`config.mk`:
```
export PLATFORM = sky130hd
export DESIGN_NAME = res_hazard_table
export DESIGN_NICKNAME = d
export VERILOG_FILES = /design/src/rtl/rht_pkg.sv /design/src/rtl/rht_store.sv /design/src/rtl/rht_ctrl.sv /design/src/rtl/res_hazard_table.sv
export SDC_FILE = /design/constraint.sdc
export NUM_CORES = 2
export LEC_CHECK = 0
export ABC_AREA = 1
export BUFFER_PORTS_ARGS = -buffer_cell sky130_fd_sc_hd__buf_2
export CORE_MARGIN = 2
export CORE_UTILIZATION = 25
export DETAILED_ROUTE_END_ITERATION = 8
export MAX_ROUTING_LAYER = met4
export PLACE_DENSITY = 0.48
export REMOVE_ABC_BUFFERS = 1
export SLEW_MARGIN = 15
export SYNTH_ARGS = -nofsm -noshare
export SYNTH_HDL_FRONTEND = slang
export SYNTH_SLANG_ARGS = --single-unit
```
`constraint.sdc`:
```
create_clock -name clk -period 8.2 [get_ports clk]
set_input_delay 1.64 -clock clk [delete_from_list [all_inputs] [get_ports clk]]
set_output_delay 1.64 -clock clk [all_outputs]
set_load 0.01 [all_outputs]
```
`src/rtl/rht_pkg.sv`:
```
package rht_pkg;
  // Strobes from control to the entry store.
  typedef struct packed {
    logic wrEn;    // write an entry this cycle
    logic merge;   // update a live entry instead of filling a free one
    logic setOvf;  // add dropped because the table is full
  } rhtStrobe_t;
endpackage

```
`src/rtl/rht_store.sv`:
```
module rht_store
  import rht_pkg::*;
#(
  parameter int ENTRIES = 16,
  parameter int BASE_W  = 64,
  parameter int TS_W    = 32,
  localparam int IDX_W  = (ENTRIES > 1) ? $clog2(ENTRIES) : 1
) (
  input  logic               clk,
  input  logic               rstN,
  input  logic [BASE_W-1:0]  addBase,
  input  logic               addWrite,
  input  logic [TS_W-1:0]    addTs,
  input  logic [BASE_W-1:0]  chkBase,
  input  logic               chkWrite,
  input  logic               clrValid,
  input  logic [TS_W-1:0]    clrTs,
  input  rhtStrobe_t         strobe,
  input  logic [IDX_W-1:0]   wrIdx,
  output logic [ENTRIES-1:0] freeVec,
  output logic [ENTRIES-1:0] matchVec,
  output logic [ENTRIES-1:0] hitVec
);

  logic [ENTRIES-1:0] validVec;
  logic [ENTRIES-1:0] clrHit;
  logic [ENTRIES-1:0] liveVec;

  for (genvar i = 0; i < ENTRIES; i++) begin : g_entry
    logic              vld;
    logic              wrFlag;
    logic [BASE_W-1:0] base;
    logic [TS_W-1:0]   ts;
    logic              sel;

    assign sel         = strobe.wrEn && (wrIdx == IDX_W'(i));
    assign validVec[i] = vld;
    assign clrHit[i]   = vld && clrValid && (ts <= clrTs);
    // Clear is applied before any same-cycle lookup.
    assign liveVec[i]  = vld && !clrHit[i];
    assign freeVec[i]  = !vld;
    assign matchVec[i] = liveVec[i] && (base == addBase);
    assign hitVec[i]   = liveVec[i] && (base == chkBase) && (wrFlag || chkWrite);

    always_ff @(posedge clk or negedge rstN) begin
      if (!rstN) begin
        vld    <= 1'b0;
        wrFlag <= 1'b0;
        base   <= '0;
        ts     <= '0;
      end else begin
        if (clrHit[i]) vld <= 1'b0;
        if (sel) begin
          vld <= 1'b1;
          ts  <= addTs;
          if (strobe.merge) begin
            wrFlag <= wrFlag | addWrite;
          end else begin
            base   <= addBase;
            wrFlag <= addWrite;
          end
        end
      end
    end
  end

  // a handle is never live in two slots at once.
  p_unique_base_r4: assert property (@(posedge clk) disable iff (!rstN)
    $onehot0(matchVec));

  // a fresh entry only lands in an unoccupied slot.
  p_fresh_slot_r4: assert property (@(posedge clk) disable iff (!rstN)
    (strobe.wrEn && !strobe.merge) |-> !validVec[wrIdx]);

  // an entry hit by a clear and not rewritten is gone next cycle.
  p_clear_done_r5: assert property (@(posedge clk) disable iff (!rstN)
    (clrHit[0] && !(strobe.wrEn && wrIdx == '0)) |=> !validVec[0]);

endmodule

```
`src/rtl/rht_ctrl.sv`:
```
module rht_ctrl
  import rht_pkg::*;
#(
  parameter int ENTRIES = 16,
  localparam int IDX_W  = (ENTRIES > 1) ? $clog2(ENTRIES) : 1
) (
  input  logic               clk,
  input  logic               rstN,
  input  logic               addValid,
  input  logic               chkValid,
  input  logic               ovfWrEn,
  input  logic               ovfWrData,
  input  logic [ENTRIES-1:0] freeVec,
  input  logic [ENTRIES-1:0] matchVec,
  input  logic [ENTRIES-1:0] hitVec,
  output rhtStrobe_t         strobe,
  output logic [IDX_W-1:0]   wrIdx,
  output logic               stall,
  output logic               ovfFlag
);

  logic [IDX_W-1:0] freeIdx;
  logic [IDX_W-1:0] matchIdx;
  logic             anyFree;
  logic             anyMatch;

  // Lowest-index priority pick for both vectors.
  always_comb begin
    freeIdx  = '0;
    matchIdx = '0;
    for (int i = ENTRIES - 1; i >= 0; i--) begin
      if (freeVec[i])  freeIdx  = IDX_W'(i);
      if (matchVec[i]) matchIdx = IDX_W'(i);
    end
  end

  assign anyFree  = |freeVec;
  assign anyMatch = |matchVec;

  always_comb begin
    strobe.merge  = addValid && anyMatch;
    strobe.wrEn   = addValid && (anyMatch || anyFree);
    strobe.setOvf = addValid && !anyMatch && !anyFree;
    wrIdx         = anyMatch ? matchIdx : freeIdx;
  end

  assign stall = chkValid && (|hitVec);

  always_ff @(posedge clk or negedge rstN) begin
    if (!rstN)                          ovfFlag <= 1'b0;
    else if (strobe.setOvf)             ovfFlag <= 1'b1;
    else if (ovfWrEn && !ovfWrData)     ovfFlag <= 1'b0;
  end

  // no stall without a check request.
  p_stall_needs_check_r3: assert property (@(posedge clk) disable iff (!rstN)
    !chkValid |-> !stall);

  // a new handle arriving at a full table raises the flag.
  p_ovf_on_full_r7: assert property (@(posedge clk) disable iff (!rstN)
    (addValid && (freeVec == '0) && (matchVec == '0)) |=> ovfFlag);

  // the flag only drops on a clearing write.
  p_ovf_sticky_r8: assert property (@(posedge clk) disable iff (!rstN)
    (ovfFlag && !(ovfWrEn && !ovfWrData)) |=> ovfFlag);

  // a merge never raises the flag by itself.
  p_merge_no_ovf_r4: assert property (@(posedge clk) disable iff (!rstN)
    (!ovfFlag && addValid && (matchVec != '0)) |=> !ovfFlag);

endmodule

```
`src/rtl/res_hazard_table.sv`:
```
module res_hazard_table
  import rht_pkg::*;
#(
  parameter int ENTRIES = 16,
  parameter int BASE_W  = 64,
  parameter int TS_W    = 32
) (
  input  logic              clk,
  input  logic              rstN,
  input  logic              addValid,
  input  logic [BASE_W-1:0] addBase,
  input  logic              addWrite,
  input  logic [TS_W-1:0]   addTs,
  input  logic              chkValid,
  input  logic [BASE_W-1:0] chkBase,
  input  logic              chkWrite,
  input  logic              clrValid,
  input  logic [TS_W-1:0]   clrTs,
  input  logic              ovfWrEn,
  input  logic              ovfWrData,
  output logic              stall,
  output logic              ovfFlag
);

  localparam int IDX_W = (ENTRIES > 1) ? $clog2(ENTRIES) : 1;

  rhtStrobe_t         strobe;
  logic [IDX_W-1:0]   wrIdx;
  logic [ENTRIES-1:0] freeVec;
  logic [ENTRIES-1:0] matchVec;
  logic [ENTRIES-1:0] hitVec;

  rht_ctrl #(.ENTRIES(ENTRIES)) u_ctrl (
    .clk      (clk),
    .rstN     (rstN),
    .addValid (addValid),
    .chkValid (chkValid),
    .ovfWrEn  (ovfWrEn),
    .ovfWrData(ovfWrData),
    .freeVec  (freeVec),
    .matchVec (matchVec),
    .hitVec   (hitVec),
    .strobe   (strobe),
    .wrIdx    (wrIdx),
    .stall    (stall),
    .ovfFlag  (ovfFlag)
  );

  rht_store #(.ENTRIES(ENTRIES), .BASE_W(BASE_W), .TS_W(TS_W)) u_store (
    .clk     (clk),
    .rstN    (rstN),
    .addBase (addBase),
    .addWrite(addWrite),
    .addTs   (addTs),
    .chkBase (chkBase),
    .chkWrite(chkWrite),
    .clrValid(clrValid),
    .clrTs   (clrTs),
    .strobe  (strobe),
    .wrIdx   (wrIdx),
    .freeVec (freeVec),
    .matchVec(matchVec),
    .hitVec  (hitVec)
  );

endmodule

```
======== Word level (Yosys, flattened, before mapping) ========
Cells that the tools add are included.
operators by class
  equality and inequality tests ........... 47
  mux-type cells .......................... 83
  bitwise logic cells ..................... 17
  reductions and logical operators ........ 207
  $lt $le $gt $ge ......................... 16
operators with widths
  cell                  number
  $eq A64 B64 Y1        32
  $le A32 B32 Y1        16
  $mux W4               33
  $logic_and A1 B1 Y1   118
  $mux W1               50
  $reduce_or A16 Y1     3
  $logic_not A1 Y1      35
  $reduce_bool A2 Y1    17
  $eq A4 B4 Y1 const B  8
  $reduce_and A2 Y1     16
  $logic_or A1 B1 Y1    17
  $eq A4 B3 Y1 const B  4
  $or A1 B1 Y1          16
  $eq A4 B2 Y1 const B  2
  $eq A4 B1 Y1 const B  1
  $logic_not A4 Y1      1
  $not A1 Y1            1
word-level totals
  register bits after elaboration ......... 1569
  bits of input ports ..................... 201
  output and inout port bits .............. 2
  word-level logic and storage cells ...... 435

======== Longest topological paths before layout ========
  word-level depth ........................ 25
  mapped depth ............................ 39
  depth with buffers taken out ............ 36

======== Hierarchy ========
Synthesis repeated with hierarchy kept, for this count alone.
unflattened totals
  cells, all modules ...................... 12187
  area total of the unflattened synthesis .. 94660.8 um^2
modules (own cells, without submodules)
  module     times used  seq. area each (um^2)  area each (um^2)  cells each
  rht_store  1           39237.6                94071.5           12065
  rht_ctrl   1           25.0                   589.3             122

======== Worst setup path before layout ========
Ideal clock, no wire load.
  path type ............................... in2out
  start ................................... input chkBase[37]
  end ..................................... output stall
  buffers on the path ..................... 1
  slack ................................... 2.643 ns
  arrival ................................. 3.917 ns
  data required time ...................... 6.560 ns
  cell stages on the path ................. 14
  cell sequence ........................... clkbuf_1 -> clkinv_1 -> nand2_1 -> o21ai_0 -> nor4_1 -> nand4_1 -> nor4_1 -> nand3b_1 -> or3b_2 -> o31ai_1 -> nor4_1 -> nand4_1 -> nor2_1 -> nor2_1
on the way
  cells in the longest elaborated chain, start to end .. 5
ends and longest elaborated chain
  element                            RTL line                source
  from (decl)                        res_hazard_table.sv:15  input logic [BASE_W-1:0] chkBase,
  $eq A64 B64 Y1                     rht_store.sv:43         assign hitVec[i] = liveVec[i] && (base == chkBase) && (wrFlag || chkWrite);
  $logic_and A1 B1 Y1 (2 in series)  rht_store.sv:43
  $reduce_or A16 Y1 *                rht_ctrl.sv:47          assign stall = chkValid && (|hitVec);
  $logic_and A1 B1 Y1 *              rht_ctrl.sv:47
  to (decl)                          res_hazard_table.sv:21  output logic stall,
Every way passes the cells marked *; elsewhere a longest branch is shown, timed or not.

======== Worst setup path after layout ========
  start ................................... input chkBase[33]
  end ..................................... output stall
The elaborated chain is that of the path after synthesis.

==> results by group <==
Status
  – Outcome: completed

Floorplan
  – Core area: around 0.40 mm^2
  – Die height: about 630 um
  – Die Area: 0.402 mm^2
  – Initial Util: 25.1%
  – Core Rows: between 200 and 250
  – Chip width: roughly 630 um
  – I/O pins: 203

Power and ir drop
  – Overall Power: between 20 and 30 mW
  – Sw power: 12.0 mW
  – Internal power: between 15 and 20 mW
  – Sw Ratio: 40.4%
  – Peak VDD IR: 171 uV
  – Comb pwr share: between 30% and 40%
  – Sequential power share: 38.1%
  – Cell area power density: 259 mW/mm^2
  – Leak pwr: between 50 and 60 nW
  – Clock share of power: a little under a third

Timing
  – Setup Viol. Count Final: 0
  – Final min period: around 8 ns
  – Period Utilization, post-route: 97.3%
  – Worst Clk Skew: 0.0827 ns
  – Peak Freq: 125 MHz
  – Setup TNS Final: 0 ns
  – Least-Margin Pin Slew: 1.35 ns
  – RSZ-0062 raised after global routing: false
  – Hold Vio Cnt, Final: 0
  – Max-slew violations: 0
  – Worst rel slew slack: 9.67%

Clocking
  – CTS tree: yes
  – Clock sinks: about 1600
  – Worst-Skew Late Latency: 0.96 ns
  – H-tree levels: 4
  – Post-CTS setup buffer count: 0
  – Cts hold-fix bufs: 0
  – Worst-case clock buffer depth: 4
  – Clock root buffer: clkbuf_16
  – Cts bufs inserted: 194
  – Clock transition at path regs: 0.06 ns
  – Resized cells post-CTS: 0

Routing
  – DRC errors left: 0
  – Final antenna-violating net count: 0
  – Vias per cell: 5.68
  – Via count of the routed design: 103399
  – Drt wl/cell: 34.1 um
  – Wirelength, routed: 621000 um
  – DRT iter0 DRCs: between 15000 and 20000
  – First-pass DRT Iterations: 7

Synth
  – Yosys top cell by area: dfrtp_1
  – Synth Area per Inst: 7.81 um^2
  – Sequential area share after synthesis: 39.6%
  – Main synth FF type: dfrtp_1
  – Synth async-reset ratio: 100%
  – Post-synth EDFFs: 0
  – Cell variety after synth: 69
  – Cells after Synth: 12699
  – Synthesis-stage register bit count: 1569
  – Mapped cell area: 0.0992 mm^2
  – Share of the synthesized area in the top cell type: between 30% and 40%
  – Top post-synthesis cells by area: dfrtp_1 (40%), nand2_1 (16%), xnor2_1 (6.5%)
  – Warnings from Yosys: 0

Worst hold path
  – Type of the most critical hold path: reg -> reg

Setup path
  – Critical Path End Type: output port
  – R2r setup slk: 2.55 ns
  – CP startpoint kind: input pin
  – CP max FO: 11
  – Setup Crit Path Kind: in -> out
  – Crit path DAT: 6.34 ns
  – CP required: 6.56 ns

Placement
  – RD Place Congestion: 1.06
  – Post-placement cell area: around 0.11 mm^2
  – Hpwl dp: 427000 um
  – Number of buffers added on ports: 202

Final layout
  – Fin area: 0.115 mm^2
  – Fillers: 42803
  – Final Core Density: between 20% and 30%
  – Layout area overhead: 15.8%
  – Final net count: approximately 13000
  – Share of cells above drive strength 1: under 10%

GRT
  – First-pass GRT wire length: about 840000 um
  – GRT overflow: 0
  – Initial antenna violation count: 105
  – Global Route Usage Sum: 30.9%
  – Largest net degree at the start of global routing: 177
  – Vias in the first global route: 94697

Run
  – Max-Cap Viols: 0
## registers in the layout, indices dropped and copies added, names as in the netlist
register,cells
u_store.g_entry.base,1024
u_store.g_entry.wrFlag,16
u_ctrl.ovfFlag,1
u_store.g_entry.vld,16
u_store.g_entry.ts,512
## stage by stage
step / instances / hold WS [ns] / setup slack [ns]
floorplan: 11730 / 0.437 / -39.69
global placement: 17744 / 0.454 / 0.278
detailed placement: 17744 / 0.458 / 0.373
CTS: 18096 / 0.473 / 0.370
global route: 18189 / 0.485 / 0.240
finish: 18219 / 0.472 / 0.219
## layout by cell type, fill, tap and decap left out, types with 15 or more instances in the layout
cell,count
nand3_1,409
nor2_1,272
buf_2,201
a21oi_1,278
inv_1,516
nor4b_1,18
or2_2,76
xor2_1,262
ha_1,512
clkbuf_8,40
nand2_1,4136
o21a_1,21
o2111ai_1,105
a211oi_1,15
bufinv_16,17
clkbuf_1,41
clkinv_2,35
a221oi_1,62
nand4_1,790
inv_2,28
clkbuf_16,199
dfrtp_1,1569
o22ai_1,251
nor3_1,89
buf_4,473
nor4_1,233
a22o_1,45
xnor2_1,738
o21ai_0,934
buf_12,98
diode_2,123
clkinv_1,25
o221ai_1,50
o211ai_1,21
o21ai_1,141
## routing by layer
metal | GRT usage, % | vias to the layer above | share of wire (%)
met1 | 39.2 | 50833 | 40
met5 | - | - | 0
met2 | 41.2 | 7636 | 40
met3 | 11.7 | 1758 | 14
met4 | 18.4 | 0 | 6.9
li1 | - | 43172 | -
## final timing paths
check,startpoint,to,depth (start not counted)
worst min-delay path,u_store.g_entry[15].ts[19],u_store.g_entry[15].ts[19],2
worst max-delay path,chkBase[33],stall,14
worst max register to register,u_store.g_entry[10].ts[31],u_store.g_entry[9].base[7],22
worst min register to register,u_store.g_entry[15].ts[19],u_store.g_entry[15].ts[19],2
min in group asynchronous,rstN,u_store.g_entry[9].base[0],1
max in group asynchronous,rstN,u_store.g_entry[3].ts[14],3
## cell families after synthesis
| kind of cell | share of synthesized area [%] |
|---|---|
| XOR/XNOR | 8.83 |
| AND/OR/NAND/NOR | 27.0 |
| AO/OA/AOI/OAI | 11.6 |
| flip-flops | 39.6 |
| buffers and inverters | 6.57 |
| adder cells (fa/ha/maj) | 6.46 |
## power by group through the flow
stage | combinational, mW | clock, mW | sequential (mW)
2_1_floorplan | 5.28 | 0 | 10.5
3_3_place_gp | 8.70 | 0 | 11.3
3_5_place_dp | 8.79 | 0 | 11.3
4_1_cts | 8.81 | 9.38 | 11.2
5_1_grt | 9.80 | 9.68 | 11.4
6_report | 9.09 | 9.32 | 11.4
## cells in the mapped netlist (5+ instances only)
| master | count |
|---|---|
| clkinv_1 | 23 |
| nor4_1 | 236 |
| inv_1 | 531 |
| clkbuf_2 | 5 |
| o21bai_1 | 8 |
| and3_1 | 13 |
| o21a_1 | 21 |
| a211oi_1 | 16 |
| o221ai_1 | 50 |
| nor3_1 | 90 |
| clkbuf_1 | 536 |
| a2111oi_0 | 9 |
| buf_4 | 22 |
| nand4_1 | 790 |
| a22o_1 | 45 |
| nand3_1 | 409 |
| buf_1 | 31 |
| nor2_2 | 8 |
| o21ai_1 | 141 |
| ha_1 | 512 |
| buf_6 | 28 |
| nor2_1 | 273 |
| buf_2 | 347 |
| o211ai_1 | 21 |
| or2_2 | 76 |
| nand2_1 | 4139 |
| nand4_4 | 7 |
| o2111ai_1 | 105 |
| xnor2_1 | 738 |
| dfrtp_1 | 1569 |
| nand2_2 | 5 |
| o21ai_0 | 934 |
| or4_1 | 14 |
| o22ai_1 | 251 |
| xor2_1 | 262 |
| nor2_4 | 5 |
| a21oi_1 | 278 |
| nand3b_1 | 5 |
| inv_2 | 16 |
| a221oi_1 | 62 |
| nor4b_1 | 18 |
## cell type report
type                            instances  area, um^2  area share (%)
Clock buffer                          280        5680            4.95
Multi-Input combinational cell       9590       53500            46.6
Clock inverter                         72         882           0.768
Antenna cell                          123         308           0.268
Sequential cell                      1569       39300            34.2
Inverter                              571        2160            1.88
Timing Repair Buffer                  772        6520            5.67
Tap cell                             5242        6560            5.71
## worst max-delay path: stages
cell and delay [ns]:
buf_2 0.13, clkinv_1 1.04, buf_4 0.66, a211oi_1 0.64, nand3_1 0.14, nor4b_1 0.60, nand4_1 0.40, o31ai_1 0.39
nor4_1 0.10, nand4_1 0.11, nor2_1 0.08, buf_12 0.17, nor2_1 0.08, buf_2 0.13
(Power assumes the default switching activity.)
